[config.mk]
export PLATFORM = sky130hd
export DESIGN_NAME = nand_seq
export DESIGN_NICKNAME = d
export VERILOG_FILES = /design/src/rtl/nand_seq_pkg.sv /design/src/rtl/nand_rb_sync.sv /design/src/rtl/nand_strobe_gen.sv /design/src/rtl/nand_seq.sv
export SDC_FILE = /design/constraint.sdc
export NUM_CORES = 1
export LEC_CHECK = 0
export CAP_MARGIN = 40
export CORE_ASPECT_RATIO = 1.25
export CORE_MARGIN = 1
export CORE_UTILIZATION = 50
export CTS_BUF_LIST = sky130_fd_sc_hd__clkbuf_16
export CTS_CLUSTER_DIAMETER = 100
export DETAILED_ROUTE_END_ITERATION = 10
export DONT_BUFFER_PORTS = 1
export GPL_TIMING_DRIVEN = 0
export SLEW_MARGIN = 15
export SYNTH_ARGS = -nofsm -noshare
export SYNTH_HDL_FRONTEND = slang
export SYNTH_SLANG_ARGS = --single-unit
export TNS_END_PERCENT = 20
[constraint.sdc]
create_clock -name clk -period 6 [get_ports clk]
set_input_delay 1.2 -clock clk [delete_from_list [all_inputs] [get_ports clk]]
set_output_delay 1.2 -clock clk [all_outputs]
set_load 0.01 [all_outputs]
[src/rtl/nand_seq_pkg.sv]
package nand_seq_pkg;

    typedef enum logic [1:0] {
        OP_READ  = 2'd0,
        OP_PROG  = 2'd1,
        OP_ERASE = 2'd2
    } op_e;

    typedef enum logic [3:0] {
        S_IDLE,
        S_CMD1,
        S_ADDR,
        S_WDATA,
        S_CMD2,
        S_BUSY,
        S_RDATA,
        S_SCMD,
        S_STAT,
        S_DONE
    } state_e;

    localparam logic [7:0] OPC_READ_A   = 8'h00;
    localparam logic [7:0] OPC_READ_B   = 8'h30;
    localparam logic [7:0] OPC_PROG_A   = 8'h80;
    localparam logic [7:0] OPC_PROG_B   = 8'h10;
    localparam logic [7:0] OPC_ERASE_A  = 8'h60;
    localparam logic [7:0] OPC_ERASE_B  = 8'hD0;
    localparam logic [7:0] OPC_STATUS   = 8'h70;

    localparam logic [2:0] ADDR_LAST    = 3'd4;
    localparam logic [2:0] ADDR_ROW0    = 3'd2;

endpackage

[src/rtl/nand_rb_sync.sv]
module nand_rb_sync #(
    parameter int STAGES = 2
) (
    input  logic clk,
    input  logic rst_n,
    input  logic rb_n_async,
    output logic rb_ready
);
    logic [STAGES-1:0] sh_q;

    always_ff @(posedge clk or negedge rst_n) begin
        if (!rst_n) begin
            sh_q <= '1;
        end else begin
            sh_q <= {sh_q[STAGES-2:0], rb_n_async};
        end
    end

    assign rb_ready = sh_q[STAGES-1];

endmodule

[src/rtl/nand_strobe_gen.sv]
module nand_strobe_gen #(
    parameter int T_LO = 2,
    parameter int T_HI = 2
) (
    input  logic clk,
    input  logic rst_n,
    input  logic go,
    output logic lo,
    output logic last,
    output logic sample
);
    localparam int TOT = T_LO + T_HI;
    localparam int CW  = $clog2(TOT + 1);

    logic [CW-1:0] cnt_q;
    logic [CW-1:0] lo_run_q;

    always_ff @(posedge clk or negedge rst_n) begin
        if (!rst_n) begin
            cnt_q <= '0;
        end else if (!go || last) begin
            cnt_q <= '0;
        end else begin
            cnt_q <= cnt_q + 1'b1;
        end
    end

    assign lo     = go && (cnt_q < CW'(T_LO));
    assign last   = go && (cnt_q == CW'(TOT - 1));
    assign sample = go && (cnt_q == CW'(T_LO - 1));

    // run length of the low phase, kept for the width check
    always_ff @(posedge clk or negedge rst_n) begin
        if (!rst_n) begin
            lo_run_q <= '0;
        end else if (lo) begin
            lo_run_q <= lo_run_q + 1'b1;
        end else begin
            lo_run_q <= '0;
        end
    end

    // a low phase ends after exactly T_LO clocks
    p_lo_width_r2: assert property (@(posedge clk) disable iff (!rst_n)
        $fell(lo) |-> (lo_run_q == CW'(T_LO)));

    // the beat closes in its high phase
    p_last_high_r2: assert property (@(posedge clk) disable iff (!rst_n)
        last |-> !lo);

endmodule

[src/rtl/nand_seq.sv]
module nand_seq
    import nand_seq_pkg::*;
#(
    parameter int COL_W       = 12,
    parameter int ROW_W       = 17,
    parameter int LEN_W       = 12,
    parameter int TO_W        = 20,
    parameter int T_LO        = 2,
    parameter int T_HI        = 2,
    parameter int T_WB        = 4,
    parameter int SYNC_STAGES = 2
) (
    input  logic             clk,
    input  logic             rst_n,
    input  logic             op_valid,
    input  logic [1:0]       op_kind,
    input  logic [ROW_W-1:0] op_row,
    input  logic [COL_W-1:0] op_col,
    input  logic [LEN_W-1:0] op_len,
    input  logic             op_wide,
    input  logic [TO_W-1:0]  busy_limit,
    output logic             op_ready,
    input  logic [15:0]      wr_data,
    output logic             wr_take,
    output logic [15:0]      rd_data,
    output logic             rd_valid,
    output logic             op_done,
    output logic             err_timeout,
    output logic             err_status,
    output logic             nand_ce_n,
    output logic             nand_we_n,
    output logic             nand_re_n,
    output logic             nand_cle,
    output logic             nand_ale,
    output logic [15:0]      nand_dq_o,
    output logic             nand_dq_oe,
    input  logic [15:0]      nand_dq_i,
    input  logic             nand_rb_n
);
    localparam logic [1:0] KIND_RSVD = 2'd3;

    state_e             state_q, state_d;
    op_e                kind_q;
    logic [ROW_W-1:0]   row_q;
    logic [COL_W-1:0]   col_q;
    logic [LEN_W-1:0]   len_q;
    logic               wide_q;
    logic [2:0]         aidx_q;
    logic [LEN_W-1:0]   bcnt_q;
    logic [TO_W-1:0]    wcnt_q;
    logic               err_to_q, err_st_q;
    logic [15:0]        rd_q;
    logic               rd_v_q;

    logic               rb_ready;
    logic               beat_go, beat_is_re, beat_lo, beat_last, beat_sample;
    logic               accept, rb_go, to_hit, last_beat;
    logic [15:0]        col_ext;
    logic [23:0]        row_ext;
    logic [7:0]         cmd_byte, addr_byte;

    nand_rb_sync #(.STAGES(SYNC_STAGES)) u_rb_sync (
        .clk        (clk),
        .rst_n      (rst_n),
        .rb_n_async (nand_rb_n),
        .rb_ready   (rb_ready)
    );

    nand_strobe_gen #(.T_LO(T_LO), .T_HI(T_HI)) u_strobe (
        .clk    (clk),
        .rst_n  (rst_n),
        .go     (beat_go),
        .lo     (beat_lo),
        .last   (beat_last),
        .sample (beat_sample)
    );

    assign beat_is_re = (state_q == S_RDATA) || (state_q == S_STAT);
    assign beat_go    = (state_q == S_CMD1) || (state_q == S_ADDR) ||
                        (state_q == S_WDATA) || (state_q == S_CMD2) ||
                        (state_q == S_SCMD) || beat_is_re;

    assign accept    = (state_q == S_IDLE) && op_valid && (op_kind != KIND_RSVD);
    assign rb_go     = (wcnt_q >= TO_W'(T_WB)) && rb_ready;
    assign to_hit    = !rb_go && (wcnt_q == busy_limit);
    assign last_beat = (bcnt_q == len_q - LEN_W'(1));
    assign col_ext   = 16'(col_q);
    assign row_ext   = 24'(row_q);

    // next-state logic
    always_comb begin
        state_d = state_q;
        unique case (state_q)
            S_IDLE:  if (accept) state_d = S_CMD1;
            S_CMD1:  if (beat_last) state_d = S_ADDR;
            S_ADDR:  if (beat_last && aidx_q == ADDR_LAST) begin
                         if (kind_q == OP_PROG && len_q != '0) state_d = S_WDATA;
                         else                                  state_d = S_CMD2;
                     end
            S_WDATA: if (beat_last && last_beat) state_d = S_CMD2;
            S_CMD2:  if (beat_last) state_d = S_BUSY;
            S_BUSY:  if (rb_go) begin
                         if (kind_q != OP_READ)  state_d = S_SCMD;
                         else if (len_q == '0)   state_d = S_DONE;
                         else                    state_d = S_RDATA;
                     end else if (to_hit) begin
                         state_d = S_DONE;
                     end
            S_RDATA: if (beat_last && last_beat) state_d = S_DONE;
            S_SCMD:  if (beat_last) state_d = S_STAT;
            S_STAT:  if (beat_last) state_d = S_DONE;
            S_DONE:  state_d = S_IDLE;
            default: state_d = S_IDLE;
        endcase
    end

    // state register and operation context
    always_ff @(posedge clk or negedge rst_n) begin
        if (!rst_n) begin
            state_q  <= S_IDLE;
            kind_q   <= OP_READ;
            row_q    <= '0;
            col_q    <= '0;
            len_q    <= '0;
            wide_q   <= 1'b0;
            aidx_q   <= '0;
            bcnt_q   <= '0;
            wcnt_q   <= '0;
            err_to_q <= 1'b0;
            err_st_q <= 1'b0;
            rd_q     <= '0;
            rd_v_q   <= 1'b0;
        end else begin
            state_q <= state_d;
            rd_v_q  <= 1'b0;
            if (accept) begin
                kind_q   <= op_e'(op_kind);
                row_q    <= op_row;
                col_q    <= op_col;
                len_q    <= op_len;
                wide_q   <= op_wide;
                aidx_q   <= (op_e'(op_kind) == OP_ERASE) ? ADDR_ROW0 : 3'd0;
                bcnt_q   <= '0;
                err_to_q <= 1'b0;
                err_st_q <= 1'b0;
            end
            if (state_q == S_ADDR && beat_last) aidx_q <= aidx_q + 3'd1;
            if ((state_q == S_WDATA || state_q == S_RDATA) && beat_last) bcnt_q <= bcnt_q + LEN_W'(1);
            if (state_q == S_BUSY) wcnt_q <= wcnt_q + TO_W'(1);
            else                   wcnt_q <= '0;
            if (state_q == S_BUSY && to_hit) err_to_q <= 1'b1;
            if (state_q == S_STAT && beat_sample) err_st_q <= nand_dq_i[0];
            if (state_q == S_RDATA && beat_sample) begin
                rd_v_q <= 1'b1;
                rd_q   <= wide_q ? nand_dq_i : {8'h00, nand_dq_i[7:0]};
            end
        end
    end

    // byte selection for command and address cycles
    always_comb begin
        unique case (state_q)
            S_CMD1:  cmd_byte = (kind_q == OP_READ) ? OPC_READ_A :
                                (kind_q == OP_PROG) ? OPC_PROG_A : OPC_ERASE_A;
            S_CMD2:  cmd_byte = (kind_q == OP_READ) ? OPC_READ_B :
                                (kind_q == OP_PROG) ? OPC_PROG_B : OPC_ERASE_B;
            S_SCMD:  cmd_byte = OPC_STATUS;
            default: cmd_byte = 8'h00;
        endcase
        unique case (aidx_q)
            3'd0:    addr_byte = col_ext[7:0];
            3'd1:    addr_byte = col_ext[15:8];
            3'd2:    addr_byte = row_ext[7:0];
            3'd3:    addr_byte = row_ext[15:8];
            default: addr_byte = row_ext[23:16];
        endcase
    end

    // outputs
    always_comb begin
        op_ready    = (state_q == S_IDLE);
        op_done     = (state_q == S_DONE);
        nand_ce_n   = (state_q == S_IDLE) || (state_q == S_DONE);
        nand_cle    = (state_q == S_CMD1) || (state_q == S_CMD2) || (state_q == S_SCMD);
        nand_ale    = (state_q == S_ADDR);
        nand_we_n   = !(beat_lo && !beat_is_re);
        nand_re_n   = !(beat_lo && beat_is_re);
        nand_dq_oe  = beat_go && !beat_is_re;
        wr_take     = (state_q == S_WDATA) && beat_last;
        if (nand_cle)                nand_dq_o = {8'h00, cmd_byte};
        else if (nand_ale)           nand_dq_o = {8'h00, addr_byte};
        else if (state_q == S_WDATA) nand_dq_o = wide_q ? wr_data : {8'h00, wr_data[7:0]};
        else                         nand_dq_o = 16'h0000;
        rd_data     = rd_q;
        rd_valid    = rd_v_q;
        err_timeout = err_to_q;
        err_status  = err_st_q;
    end

    // bus never driven while the flash may drive it
    p_oe_off_read_r7: assert property (@(posedge clk) disable iff (!rst_n)
        !nand_re_n |-> !nand_dq_oe);

    // latch qualifiers never both high
    p_cle_ale_excl_r3: assert property (@(posedge clk) disable iff (!rst_n)
        !(nand_cle && nand_ale));

    // one strobe at a time
    p_one_strobe_r2: assert property (@(posedge clk) disable iff (!rst_n)
        !(!nand_we_n && !nand_re_n));

    // a strobe only toggles with chip enable active
    p_ce_strobe_r11: assert property (@(posedge clk) disable iff (!rst_n)
        (!nand_we_n || !nand_re_n) |-> !nand_ce_n);

    // completion is one cycle, then idle
    p_done_pulse_r10: assert property (@(posedge clk) disable iff (!rst_n)
        op_done |=> (op_ready && !op_done));

    // a timeout is reported together with completion
    p_timeout_ends_r8: assert property (@(posedge clk) disable iff (!rst_n)
        $rose(err_timeout) |-> op_done);

    // a write word is released only after its strobe rose
    p_take_high_r5: assert property (@(posedge clk) disable iff (!rst_n)
        wr_take |-> (nand_we_n && nand_dq_oe));

endmodule

Yosys cells after proc, flatten, opt, wreduce, memory -nomap -nowiden

Index checks and enable logic that the tools add are counted.

Equal/unequal tests: 29
Reductions and logical operators: 46
Muxes and demuxes: 36
Magnitude comparators: 2
Add/subtract/negate cells: 5

Operators by type and width:

| cell                                                                                  | number |
|---|---|
| 16-bit 2-to-1 mux                                                                     | 5 |
| 4-bit 2-to-1 mux                                                                      | 12 |
| 4-bit case mux with 9 select lines                                                    | 1 |
| 8-bit 2-to-1 mux                                                                      | 4 |
| 8-bit case mux with 4 select lines                                                    | 1 |
| 12-bit 2-to-1 mux                                                                     | 2 |
| 8-bit case mux with 3 select lines                                                    | 1 |
| 20-bit by 1-bit adder with 20-bit output (second input constant)                      | 1 |
| 20-bit == test                                                                        | 1 |
| 20-bit by 3-bit greater-or-equal comparator with 1-bit output (second input constant) | 1 |
| 20-bit 2-to-1 mux                                                                     | 1 |
| 1-bit logical AND                                                                     | 19 |
| 4-bit by 3-bit == test with 1-bit output (second input constant)                      | 4 |
| 12-bit by 1-bit adder with 12-bit output (second input constant)                      | 1 |
| 12-bit == test                                                                        | 1 |
| 12-bit logical NOT                                                                    | 1 |
| 3-bit 2-to-1 mux                                                                      | 4 |
| 2-bit inequality test (second input constant)                                         | 6 |
| 12-bit nonzero test                                                                   | 1 |
| 12-bit by 1-bit subtractor with 12-bit output (second input constant)                 | 1 |
| 1-bit logical OR                                                                      | 11 |
| 2-bit nonzero test                                                                    | 5 |
| 3-bit by 2-bit == test with 1-bit output (second input constant)                      | 3 |
| 9-bit AND reduction                                                                   | 1 |
| other kinds (17)                                                                      | 30 |

Output and inout bits: 44
Register bits: 107

Logic depth before layout (Yosys ltp)

Depth in word-level cells: 10
Gate-level depth with buffers: 11
Depth with buffers taken out: 9

Hierarchy

From an unflattened synthesis, not the netlist that was laid out.

Cells, all modules: 699
Area total of the unflattened synthesis: 6023.3 sq um

Modules (own cells, without submodules):

| module          | cells each | instances | sequential area each (sq um) | area each (sq um) |
|---|---|---|---|---|
| nand_seq        | 683        | 1         | 2552.4                       | 5785.5 |
| nand_strobe_gen | 14         | 1         | 75.1                         | 185.2 |
| nand_rb_sync    | 2          | 1         | 52.6                         | 52.6 |

Worst setup path before layout

OpenSTA, ideal clock, no wires.

Path kind: reg-to-output
Start: register state_q[3]
End: output port nand_dq_o[0]
Cell stages (with the launch flop): 6
Path slack: 2.754 ns
Path buffers: 1
Data arrival time: 2.046 ns
Cells stage by stage: dfrtp_1 -> clkbuf_1 -> nand2b_1 -> nor3_1 -> o21ai_0 -> o21ai_0

Elaborated cells on any way between the ends: 11
Those cells by class: eq/ne: 5; mux: 4; reduce/logical: 2

RTL lines:

| item                                     | line            | text |
|---|---|---|
| start: declaration                       | nand_seq.sv:42  | `state_e state_q, state_d;` |
| start signal: assignment                 | nand_seq.sv:134 | `state_q <= state_d;` |
| 4-bit by 2-bit == test with 1-bit output | nand_seq.sv:185 | `nand_ale = (state_q == S_ADDR);` |
| named net nand_ale                       | nand_seq.sv:34  | `output logic nand_ale,` |
| 16-bit 2-to-1 mux                        | nand_seq.sv:191 | `else if (nand_ale) nand_dq_o = {8'h00, addr_byte};` |
| 16-bit 2-to-1 mux                        | nand_seq.sv:190 | `if (nand_cle) nand_dq_o = {8'h00, cmd_byte};` |
| end: declaration                         | nand_seq.sv:35  | `output logic [15:0] nand_dq_o,` |

The timed path passes the listed nets, and every way through them passes these cells.

Final worst setup path

Same ends and word-level chain as after synthesis.

==> results.md <==
* Clock root buffer: clkbuf_16
* Timing endpoint of the critical path: nand_dq_o[0]
* Post-CTS Setup Bufs at 0
* Wire length per cell after detailed routing at 17.4 µm
* Xor/xnor share of the synthesized area at 6.90%
* Least-Margin Pin Slew at around 0.84 ns
* Overall fraction of global-route tracks in use at 23.0%
* Crit path from: state_q[3]$_DFFE_PN0P_
* Comb power frac at 43.9%
* Max-slew violations at 0
* Switching Fraction at 41.2%
* Worst R2R Path Depth at 9
* # resized after CTS at 0
* Worst clock skew at around 0.0098 ns
* CTS Hold Bufs at 0
* Relative max-transition margin at 43.4%
* Share of final-layout standard cells stronger than drive strength 1 at 12.2%
* First DRT Iteration DRCs at between 300 and 400
* Total wirelength of the detailed-routed design at 14100 µm
* Number of violations of the max-capacitance limit at 0
* Async set-or-reset flop fraction in the synthesized netlist at 100%
* Fraction of synthesized area in multiplexers at 9.46%
* Total overflow reported by the global router at 0
* Number of buffers created by CTS at 9
* Layout filler cell count at ~1100
* Area of the placeable core at around 12000 µm²
* Synth Area in Simple Gates at 20.5%
* Part of the Yosys area used for sequential elements at between 40 and 50%
* Worst slack, placed at around 2.6 ns
* Crit path capture type: output port
* Row Count at 44
* H-tree depth at 3
* Count of TritonRoute iterations in the first routing pass at 4
* Cell taking the most area after synthesis: dfrtp_1
* Final Cycle Share at 61.9%
* Final standard cell count with taps included and fillers excluded at 810
* Net Sw Power at roughly 1300 µW
* Netlist area before placement at 5970 µm²
* Cell types with the largest area share after synthesis: dfrtp_1 44%, mux2_2 8.1%, nand2_1 5.4%
* Startpoint types: register
* DRC violation count after routing at 0
* Final antenna diode count at 0
* Hold Worst Slack at roughly 0.36 ns
* Static leakage at 0.00275 µW
* Io pins at 144
* Pin count of the biggest net entering global routing at 108
* Final net count at approximately 760
* TritonCTS clock tree: done
* Antenna violations before repair at 0
* Final worst-path setup slack at 2.29 ns
* Floorplan die height at 124 µm
* Data required time at the worst endpoint at 4.80 ns
* Final sum of negative setup slack at 0 ns
* Worst voltage drop across the vdd grid at 0.000244 V
* Tmin final at about 3.7 ns
* Cell count after synthesis at 631
* Clock-pin slew reported for the worst setup and hold paths after clock tree synthesis at 0.07 ns
* Mean post-synth cell area at 9.46 µm²
* Source-to-sink clock delay at the later pin of the worst-skew pair at 0.34 ns
* Die width at 99.7 µm
* Hold Fails Final Rpt at 0
* F_max at 0.269 GHz
* Worst hold-check path type: reg -> reg
* Synthesized-area fraction occupied by ao, oa, aoi and oai cells at 12.3%
* Sequential cell fraction of total power at roughly two fifths
* Area fraction of the dominant cell type after synthesis at 44.0%
* Number of setup violations in the final report at 0
* Global-route wire length before repair at 22200 µm
* Main combinational cell family by area after synthesis: simple AND/OR/NAND/NOR gates
* Register bit count reported by yosys at 107
* DRT antenna net count at 0
* I/O Buffers at 0
* R2R setup slack at ~2.8 ns
* Area of the die at 12400 µm²
* Initial cell density of the core at 51.4%
* Synthesis-to-layout area growth at 8.05%
* Cell-internal power at around 1900 µW
* Net count after synthesis at 743
* Unrepaired setup endpoints after global routing: no
* Seq. cell area at 2680 µm²
* Pwr Density at around 490 nW/µm²
* Share of power burned in the clock network at 17.2%
* Post-synthesis share of cell area spent on full adders, half adders and majority gates at 2.52%
* Count of synthesis-stage warnings from yosys at 0
* Number of synthesized flops with an enable pin at 0
* Global placement routability congestion at 0.946
* Number of unique standard cell types used by synthesis at 67
* Inst Count DP at around 790
* Run status: complete, no violations
* Via-to-Cell Ratio at 5.83
* Post-DP HPWL at between 10000 and 15000 µm
* Crit path kind: reg -> out
* Multi-input gate area at 3080 µm²
* Endpoint of the worst register-to-register path: state_q[0]$_DFFE_PN0P_
* Start of the worst register-to-register path: len_q[0]$_DFFE_PN0P_
* Core occupancy in the finished layout at 55.5%
* Arr. time, crit path at 2.51 ns
* Top flip-flop cell by instance count after synthesis: dfrtp_1
* Largest driver fanout on the critical path at 10
* Vias in the first global route at ~4400
* Number of buffers on the longest clock path at 2
* Number of sinks driven by the clock tree at 107
* Via count of the routed design at 4721
## synth_stat cells, types with 14 or more instances
cell type / count
dfrtp_1: 105
nand2_1: 86
nor2_1: 51
mux2_2: 43
o21ai_0: 43
xor2_1: 28
clkbuf_1: 25
a21oi_1: 22
nand3_1: 21
xnor2_1: 19
and3_1: 14
inv_1: 14
## kinds of logic after synthesis
family	after synthesis
AOI/OAI and AO/OA	113
xor gates and xnor gates	47
adders and majority gates	12
buffers and inverters	51
DFF	107
muxes	50
and+or+nand+nor	251
## power by group through the flow
stage                     registers (µW)  clock network, µW  logic [µW]
after global routing                1280                588        1550
final                               1230                544        1390
after global placement              1230                  0        1350
after CTS                           1230                561        1390
after detailed placement            1240                  0        1390
after floorplan                     1180                  0        1110
## sequential cells by signal, indices dropped and copies added (netlist names), 4 cells and up
register and count:
wcnt_q 20, row_q 17, rd_data 16, bcnt_q 12, col_q 12, len_q 12, state_q 4
## critical path: stages, from the launching register on
cell and delay (ns):
dfrtp_1 0.38, clkbuf_1 0.21, nand2b_1 0.28, nor3_1 0.29
buf_2 0.26, o21ai_0 0.26, o21ai_0 0.49
## how the worst min path moves through the flow
| stage | from | to | slack (ns) | depth (start not counted) |
|---|---|---|---|---|
| 6_report | u_rb_sync.sh_q[0]$_DFF_PN1_ | u_rb_sync.sh_q[1]$_DFF_PN1_ | 0.36 | 0 |
| 5_1_grt | u_rb_sync.sh_q[0]$_DFF_PN1_ | u_rb_sync.sh_q[1]$_DFF_PN1_ | 0.36 | 0 |
| 4_1_cts | u_rb_sync.sh_q[0]$_DFF_PN1_ | u_rb_sync.sh_q[1]$_DFF_PN1_ | 0.36 | 0 |
| 3_5_place_dp | u_rb_sync.sh_q[0]$_DFF_PN1_ | u_rb_sync.sh_q[1]$_DFF_PN1_ | 0.35 | 0 |
| 3_3_place_gp | u_rb_sync.sh_q[0]$_DFF_PN1_ | u_rb_sync.sh_q[1]$_DFF_PN1_ | 0.35 | 0 |
| 2_1_floorplan | u_rb_sync.sh_q[0]$_DFF_PN1_ | u_rb_sync.sh_q[1]$_DFF_PN1_ | 0.35 | 0 |
## layout make-up
cell class	count	area share, %
timing repair buffer	2	0.155
clock buffer	9	3.49
tap	161	3.12
clock inverter	7	0.679
buffer	36	2.31
inverter	15	0.873
multi-input combinational	473	47.8
sequential	107	41.6
## stage by stage
step	power [µW]	area [µm²]
floorplan	2290	5970
global placement	2580	6170
detailed placement	2630	6180
CTS	3190	6450
global route	3410	6450
finish	3170	6450
## metal layers
metal / part of all wire (%) / global-route usage [%] / vias up
met3: 6.1 / 5.89 / 16
met1: 43 / 29.1 / 2311
met5: 0 / 0 / -
met4: 1.3 / 8.18 / 0
li1: - / - / 2257
met2: 50 / 38.3 / 137
## cells in the final DEF, fill, tap and decap left out, drive strengths merged, types with 14 or more instances in the layout
| cell type | n |
|---|---|
| dfrtp | 105 |
| nand2 | 87 |
| nor2 | 51 |
| mux2 | 45 |
| o21ai | 44 |
| clkbuf | 35 |
| xor2 | 28 |
| a21oi | 22 |
| nand3 | 21 |
| xnor2 | 19 |
| inv | 16 |
| and3 | 14 |
Power figures use the tool's default switching activity.
